<file path="config.mk">
export PLATFORM = sky130hd
export DESIGN_NAME = hdlc_mdm_hs
export DESIGN_NICKNAME = d
export VERILOG_FILES = /design/src/rtl/hdlc_mdm_hs.sv
export SDC_FILE = /design/constraint.sdc
export NUM_CORES = 1
export LEC_CHECK = 0
export ABC_AREA = 1
export BUFFER_PORTS_ARGS = -buffer_cell sky130_fd_sc_hd__buf_2
export CAP_MARGIN = 10
export CORE_AREA = 2 2 39 41
export DETAILED_ROUTE_END_ITERATION = 10
export DIE_AREA = 0 0 41 43
export MAX_ROUTING_LAYER = met4
export PLACE_DENSITY = 0.39
export RECOVER_POWER = 25
export SLEW_MARGIN = 20
export SYNTH_ARGS = -nofsm -noshare
export SYNTH_HDL_FRONTEND = slang
export SYNTH_SLANG_ARGS = --single-unit
</file>
<file path="constraint.sdc">
create_clock -name clk -period 1.3 [get_ports clk]
set_input_delay 0.195 -clock clk [delete_from_list [all_inputs] [get_ports clk]]
set_output_delay 0.195 -clock clk [all_outputs]
set_load 0.01 [all_outputs]
</file>
<file path="src/rtl/hdlc_mdm_hs.sv">
module hdlc_mdm_hs (
  input  logic clk,
  input  logic rst_n,
  input  logic cfg_rts_en,
  input  logic cfg_rts_fall,
  input  logic cfg_cts_en,
  input  logic cfg_cts_int,
  input  logic cfg_cts_stop,
  input  logic cts_pin_n,
  input  logic cts_int,
  input  logic frame_pend,
  input  logic frame_act,
  output logic rts_n,
  output logic tx_permit,
  output logic tx_abort,
  output logic cts_lost_irq
);

  logic pin_s1, pin_s2;
  logic act_rise, act_fall;
  logic abort_q, irq_q;
  logic cts_eff, cts_loss;

  always_ff @(posedge clk or negedge rst_n)
    if (!rst_n) begin
      pin_s1 <= 1'b1;
      pin_s2 <= 1'b1;
    end else begin
      pin_s1 <= cts_pin_n;
      pin_s2 <= pin_s1;
    end

  assign cts_eff = !cfg_cts_en ? 1'b1 : (cfg_cts_int ? cts_int : ~pin_s2);

  always_ff @(posedge clk or negedge rst_n)
    if (!rst_n) act_rise <= 1'b0;
    else        act_rise <= frame_act;

  always_ff @(negedge clk or negedge rst_n)
    if (!rst_n) act_fall <= 1'b0;
    else        act_fall <= frame_act;

  assign rts_n = cfg_rts_en ? ~(cfg_rts_fall ? act_fall : act_rise) : 1'b0;

  assign cts_loss = cfg_cts_en & cfg_cts_stop & frame_act & ~cts_eff & ~abort_q;

  always_ff @(posedge clk or negedge rst_n)
    if (!rst_n) begin
      abort_q <= 1'b0;
      irq_q   <= 1'b0;
    end else begin
      irq_q <= cts_loss;
      if (!frame_act)    abort_q <= 1'b0;
      else if (cts_loss) abort_q <= 1'b1;
    end

  assign tx_abort     = abort_q;
  assign cts_lost_irq = irq_q;
  assign tx_permit    = frame_pend & ~frame_act & ~abort_q & cts_eff;


  rts_rise_chk: assert property (@(posedge clk) disable iff (!rst_n)
    $past(rst_n) && cfg_rts_en && !cfg_rts_fall |-> (rts_n == !$past(frame_act)));


  irq_width_chk: assert property (@(posedge clk) disable iff (!rst_n)
    cts_lost_irq |=> !cts_lost_irq);


  irq_with_abort_chk: assert property (@(posedge clk) disable iff (!rst_n)
    cts_lost_irq |-> tx_abort);


  abort_policy_chk: assert property (@(posedge clk) disable iff (!rst_n)
    $rose(tx_abort) |-> $past(cfg_cts_stop && cfg_cts_en && frame_act));


  abort_clear_chk: assert property (@(posedge clk) disable iff (!rst_n)
    tx_abort && !frame_act |=> !tx_abort);


  int_permit_chk: assert property (@(posedge clk) disable iff (!rst_n)
    cfg_cts_en && cfg_cts_int && tx_permit |-> cts_int);


  permit_abort_chk: assert property (@(posedge clk) disable iff (!rst_n)
    tx_abort |-> !tx_permit);

endmodule

</file>
# --- After elaboration in Yosys (flattened, before gate mapping) ---
# Cells that the tools add are included.
word_totals:
  reg_bits: 6
  input_bits: 11
  out_inout_bits: 4
  elab_cells: 25
op_classes:
  eq_ne: 1
  n_mux: 6
  n_bitwise: 12
op_table:
  columns: ["cell", "n"]
  rows:
  - ["$and A1 B1 Y1", 7]
  - ["$mux W1", 6]
  - ["$not A1 Y1", 5]
  - ["$ne A2 B1 Y1 const B", 1]

# --- Depth between registers and ports, before layout ---
depth:
  depth_word: 8
  mapped_depth: 4

==> out/summary.log <==
INFO  setup_path     setup.worst_path.start_class=flop
INFO  place          post-dp-hpwl=402um
INFO  setup_path     path_common_cell=sky130_fd_sc_hd__nand2_1
INFO  synthesis      synth.area.mux_share=0%
INFO  floorplanning  die_height=43um
INFO  floorplanning  fp.dieW=41um
INFO  synthesis      synth_warn=0
INFO  sta            timing.final.hold_violations=0
INFO  synthesis      synth-simple-area-share=20.7%
INFO  outcome        outcome=finished, violations left
INFO  setup_path     critical-path-max-stage-delay=0.32ns
INFO  setup_path     crit_path_cell_trace=nand2_1, nand2_1, a21oi_2, buf_2
INFO  synthesis      syn_inst=22
INFO  clocking       clock_sink_count=6
INFO  clocking       clk-insertion-delay-late=0.25ns
INFO  global_route   grt_pass1_vias=205
INFO  place          dpl-instance-area=329squm
INFO  floorplanning  placeableCoreArea=1380squm
INFO  route          via_count=215
INFO  route          drcViolationCount=0
INFO  global_route   grt_first_pass_wirelength=834um
INFO  sta            layout_setup_ws=-0.449ns
INFO  synthesis      synth_largest_area_cell=sky130_fd_sc_hd__dfrtp_1
INFO  finish         n_antenna_cell=0
INFO  sta            timing.slew.headroom=79.0%
INFO  synthesis      post_synth_main_area_contributors=sky130_fd_sc_hd__dfrtp_1 (32%), sky130_fd_sc_hd__dfstp_2 (22%), sky130_fd_sc_hd__dfrtn_1 (11%), sky130_fd_sc_hd__nand2_1 (9.6%), sky130_fd_sc_hd__a21oi_2 (7.4%)
INFO  sta            finalClockSkew=0.0119ns
INFO  synthesis      mappedNetlistArea=235squm
INFO  sta            setup_tns=-0.449ns
INFO  route          postRouteWirelength=491um
INFO  finish         postLayoutCellArea=370squm
INFO  worst_hold_path worst_hold_startpoint=cts_pin_n
INFO  global_route   maximum_number_of_pins_on_one_net_before_global_route_repair=7
INFO  global_route   grt-ovfl-total=0
INFO  sta            setup_repair_after_global_routing_missed_its_margin=true
INFO  floorplanning  effective_utilization_at_floorplan=17.0%
INFO  route          drt_iter0_drc=1
INFO  sta            timing_max_transition_violations_final=0
INFO  route          vias_per_cell=3.71
INFO  sta            count_of_final_setup_violators=1
INFO  finish         finalNetCount=54
INFO  setup_path     type_of_the_worst_setup_path=flop to primary output
INFO  synthesis      yosys.cell_types.count=11
INFO  synthesis      synth_async_sr_flop_share=100%
INFO  global_route   antenna_found_initial=0
INFO  setup_path     critical_path_sink_type=primary output
INFO  clocking       cts-root-to-sink-buffers=2
INFO  global_route   gr-usage-all-layers=8.00%
INFO  clocking       cts_h_tree_depth=1
INFO  power_and_ir_drop power.density=1200nW/um^2
INFO  synthesis      yosys.area_share.xor_xnor=0%
INFO  power_and_ir_drop vdd_drop_max=0.463mV
INFO  finish         fin_util=26.8%
INFO  sta            holdWs=0.0581ns
INFO  setup_path     r2r_start=pin_s2$_DFF_PN1_
INFO  setup_path     worst_path_required_time=1.11ns
INFO  synthesis      number_of_synthesized_flops_with_an_enable_pin=0
INFO  setup_path     cp.arrival=1.55ns
INFO  route          firstDrtPassIters=3
INFO  route          route.detailed.wl_per_inst=8.47um
INFO  synthesis      synth_sequential_area_ratio=64.9%
INFO  worst_hold_path holdPathEnd=pin_s1$_DFF_PN1_
INFO  setup_path     reg2reg_depth=4
INFO  synthesis      synthMostInstantiatedCell=sky130_fd_sc_hd__nand2_1
INFO  synthesis      yosys-top-cells-count=sky130_fd_sc_hd__nand2_1 (6), sky130_fd_sc_hd__dfrtp_1 (3)
INFO  floorplanning  floorplan.rows=14
INFO  finish         fillerInstances=158
INFO  clocking       path_clk_slew=0.04ns
INFO  setup_path     critPathTopFamily=flip-flops
INFO  sta            worstMarginPinSlew=0.314ns
INFO  synthesis      postSynthRegisterBits=6
INFO  finish         layout-drive-gt1-share=54.8%
INFO  synthesis      portion_of_synthesized_cell_area_occupied_by_the_leading_cell_type=31.9%
INFO  setup_path     crit_path_top_delay_cell=sky130_fd_sc_hd__dfrtn_1
INFO  power_and_ir_drop total_power=0.000444W
INFO  floorplanning  num_io_pins=15
INFO  finish         syn_to_layout_area_delta=57.4%
INFO  setup_path     crit_path_max_fanout=1
INFO  clocking       cts_root_buffer=sky130_fd_sc_hd__clkbuf_4
INFO  clocking       cts_buffers=3
INFO  synthesis      mappedNetlistNets=33
INFO  place          routability_driven_placement_congestion_ratio=0.675
INFO  floorplanning  design.die.area=1760squm
INFO  clocking       tritoncts=built
INFO  power_and_ir_drop cellLeakagePower=0.194nW
INFO  outcome        violated_checks=setup timing
INFO  synthesis      synth_top_family_by_area=simple AND/OR/NAND/NOR gates
INFO  synthesis      share_of_synthesized_cell_area_in_full_adder_half_adder_and_majority_cells=0%
INFO  synthesis      synth-compound-area-share=9.57%
INFO  route          route.antenna.remaining_nets=0
INFO  setup_path     worstReg2RegEnd=tx_abort$_DFFE_PN0P_
INFO  synthesis      dominantRegCellSynth=sky130_fd_sc_hd__dfrtp_1
INFO  synthesis      syn_avg_cell_area=10.7squm
INFO  setup_path     worst-r2r-setup-slack=0.35ns
INFO  worst_hold_path hold_path_cell_cnt=1
INFO  place          numPortBuffers=14
INFO  setup_path     critical_path.n_buffers_inverters=1
INFO  worst_hold_path timing.hold.worst.class=input pin to flop
INFO  run            cap_violations=0
==> registers in the layout (all words and copies together), names as in the netlist <==
| signal | cells |
|---|---|
| act_rise | 1 |
| pin_s1 | 1 |
| tx_abort | 1 |
| pin_s2 | 1 |
| cts_lost_irq | 1 |
| act_fall | 1 |
==> per-stage QoR <==
step,setup slack (ns),std cells
after floorplan,-0.0889,22
after global placement,-0.174,52
after detailed placement,-0.194,52
after CTS,-0.466,57
after global routing,-0.533,58
final,-0.449,58
==> how the worst max path moves through the flow <==
stage	from	end	depth (start not counted)
6_report	act_fall$_DFF_NN0_	rts_n	4
5_1_grt	act_fall$_DFF_NN0_	rts_n	4
4_1_cts	act_fall$_DFF_NN0_	rts_n	4
3_5_place_dp	act_fall$_DFF_NN0_	rts_n	4
3_3_place_gp	act_fall$_DFF_NN0_	rts_n	4
2_1_floorplan	act_fall$_DFF_NN0_	rts_n	3
==> placed cells by master, fill, tap and decap left out, types with 2 or more instances in the layout <==
| cell | count |
|---|---|
| sky130_fd_sc_hd__a21oi_2 | 3 |
| sky130_fd_sc_hd__buf_2 | 12 |
| sky130_fd_sc_hd__clkbuf_1 | 3 |
| sky130_fd_sc_hd__clkbuf_4 | 3 |
| sky130_fd_sc_hd__dfrtp_1 | 3 |
| sky130_fd_sc_hd__dfstp_2 | 2 |
| sky130_fd_sc_hd__inv_1 | 2 |
| sky130_fd_sc_hd__nand2_1 | 6 |
| sky130_fd_sc_hd__nor2_1 | 2 |
==> where the power goes <==
part	total, W	internal [W]	leakage, nW	switching [W]
combinational	0.0000539	0.0000271	0.108	0.0000268
clock	0.000187	0.000116	0.0150	0.0000703
sequential	0.000204	0.000199	0.0715	0.00000449
==> metal layers <==
layer	GRT usage [%]	vias to the layer above	routed length, um	share of wire (%)
met5	-	-	0	0
met1	7.31	100	163	33
met2	11.6	5	286	58
li1	-	110	-	-
met3	4.71	0	41	8.4
met4	6.00	0	0	0
==> area by class of cell <==
cell class | instances | area, sq um | area share (%)
clock buffers | 4 | 26.3 | 7.09
inverters | 3 | 11.3 | 3.04
multi-input cells | 13 | 75.1 | 20.3
flip-flops and latches | 6 | 153 | 41.2
well taps | 16 | 20.0 | 5.41
repair buffers | 16 | 85.1 | 23.0
==> what timing repair did <==
| item | in CTS | in global routing |
|---|---|---|
| pin swaps | 1 | 2 |
| hold buffers | 1 | 0 |
| gates resized for setup | 0 | 0 |
| setup buffers | 0 | 1 |
| cloned | 0 | 0 |
| setup endpoints to repair | 2 | 2 |
| endpoints found under the hold margin | 5 | 0 |
==> logic make-up after synthesis <==
logic type | Yosys count
and+or+nand+nor | 10
DFF | 6
AOI/OAI and AO/OA | 3
buffers and inverters | 3
No activity file was read; power rests on OpenSTA's default activity.
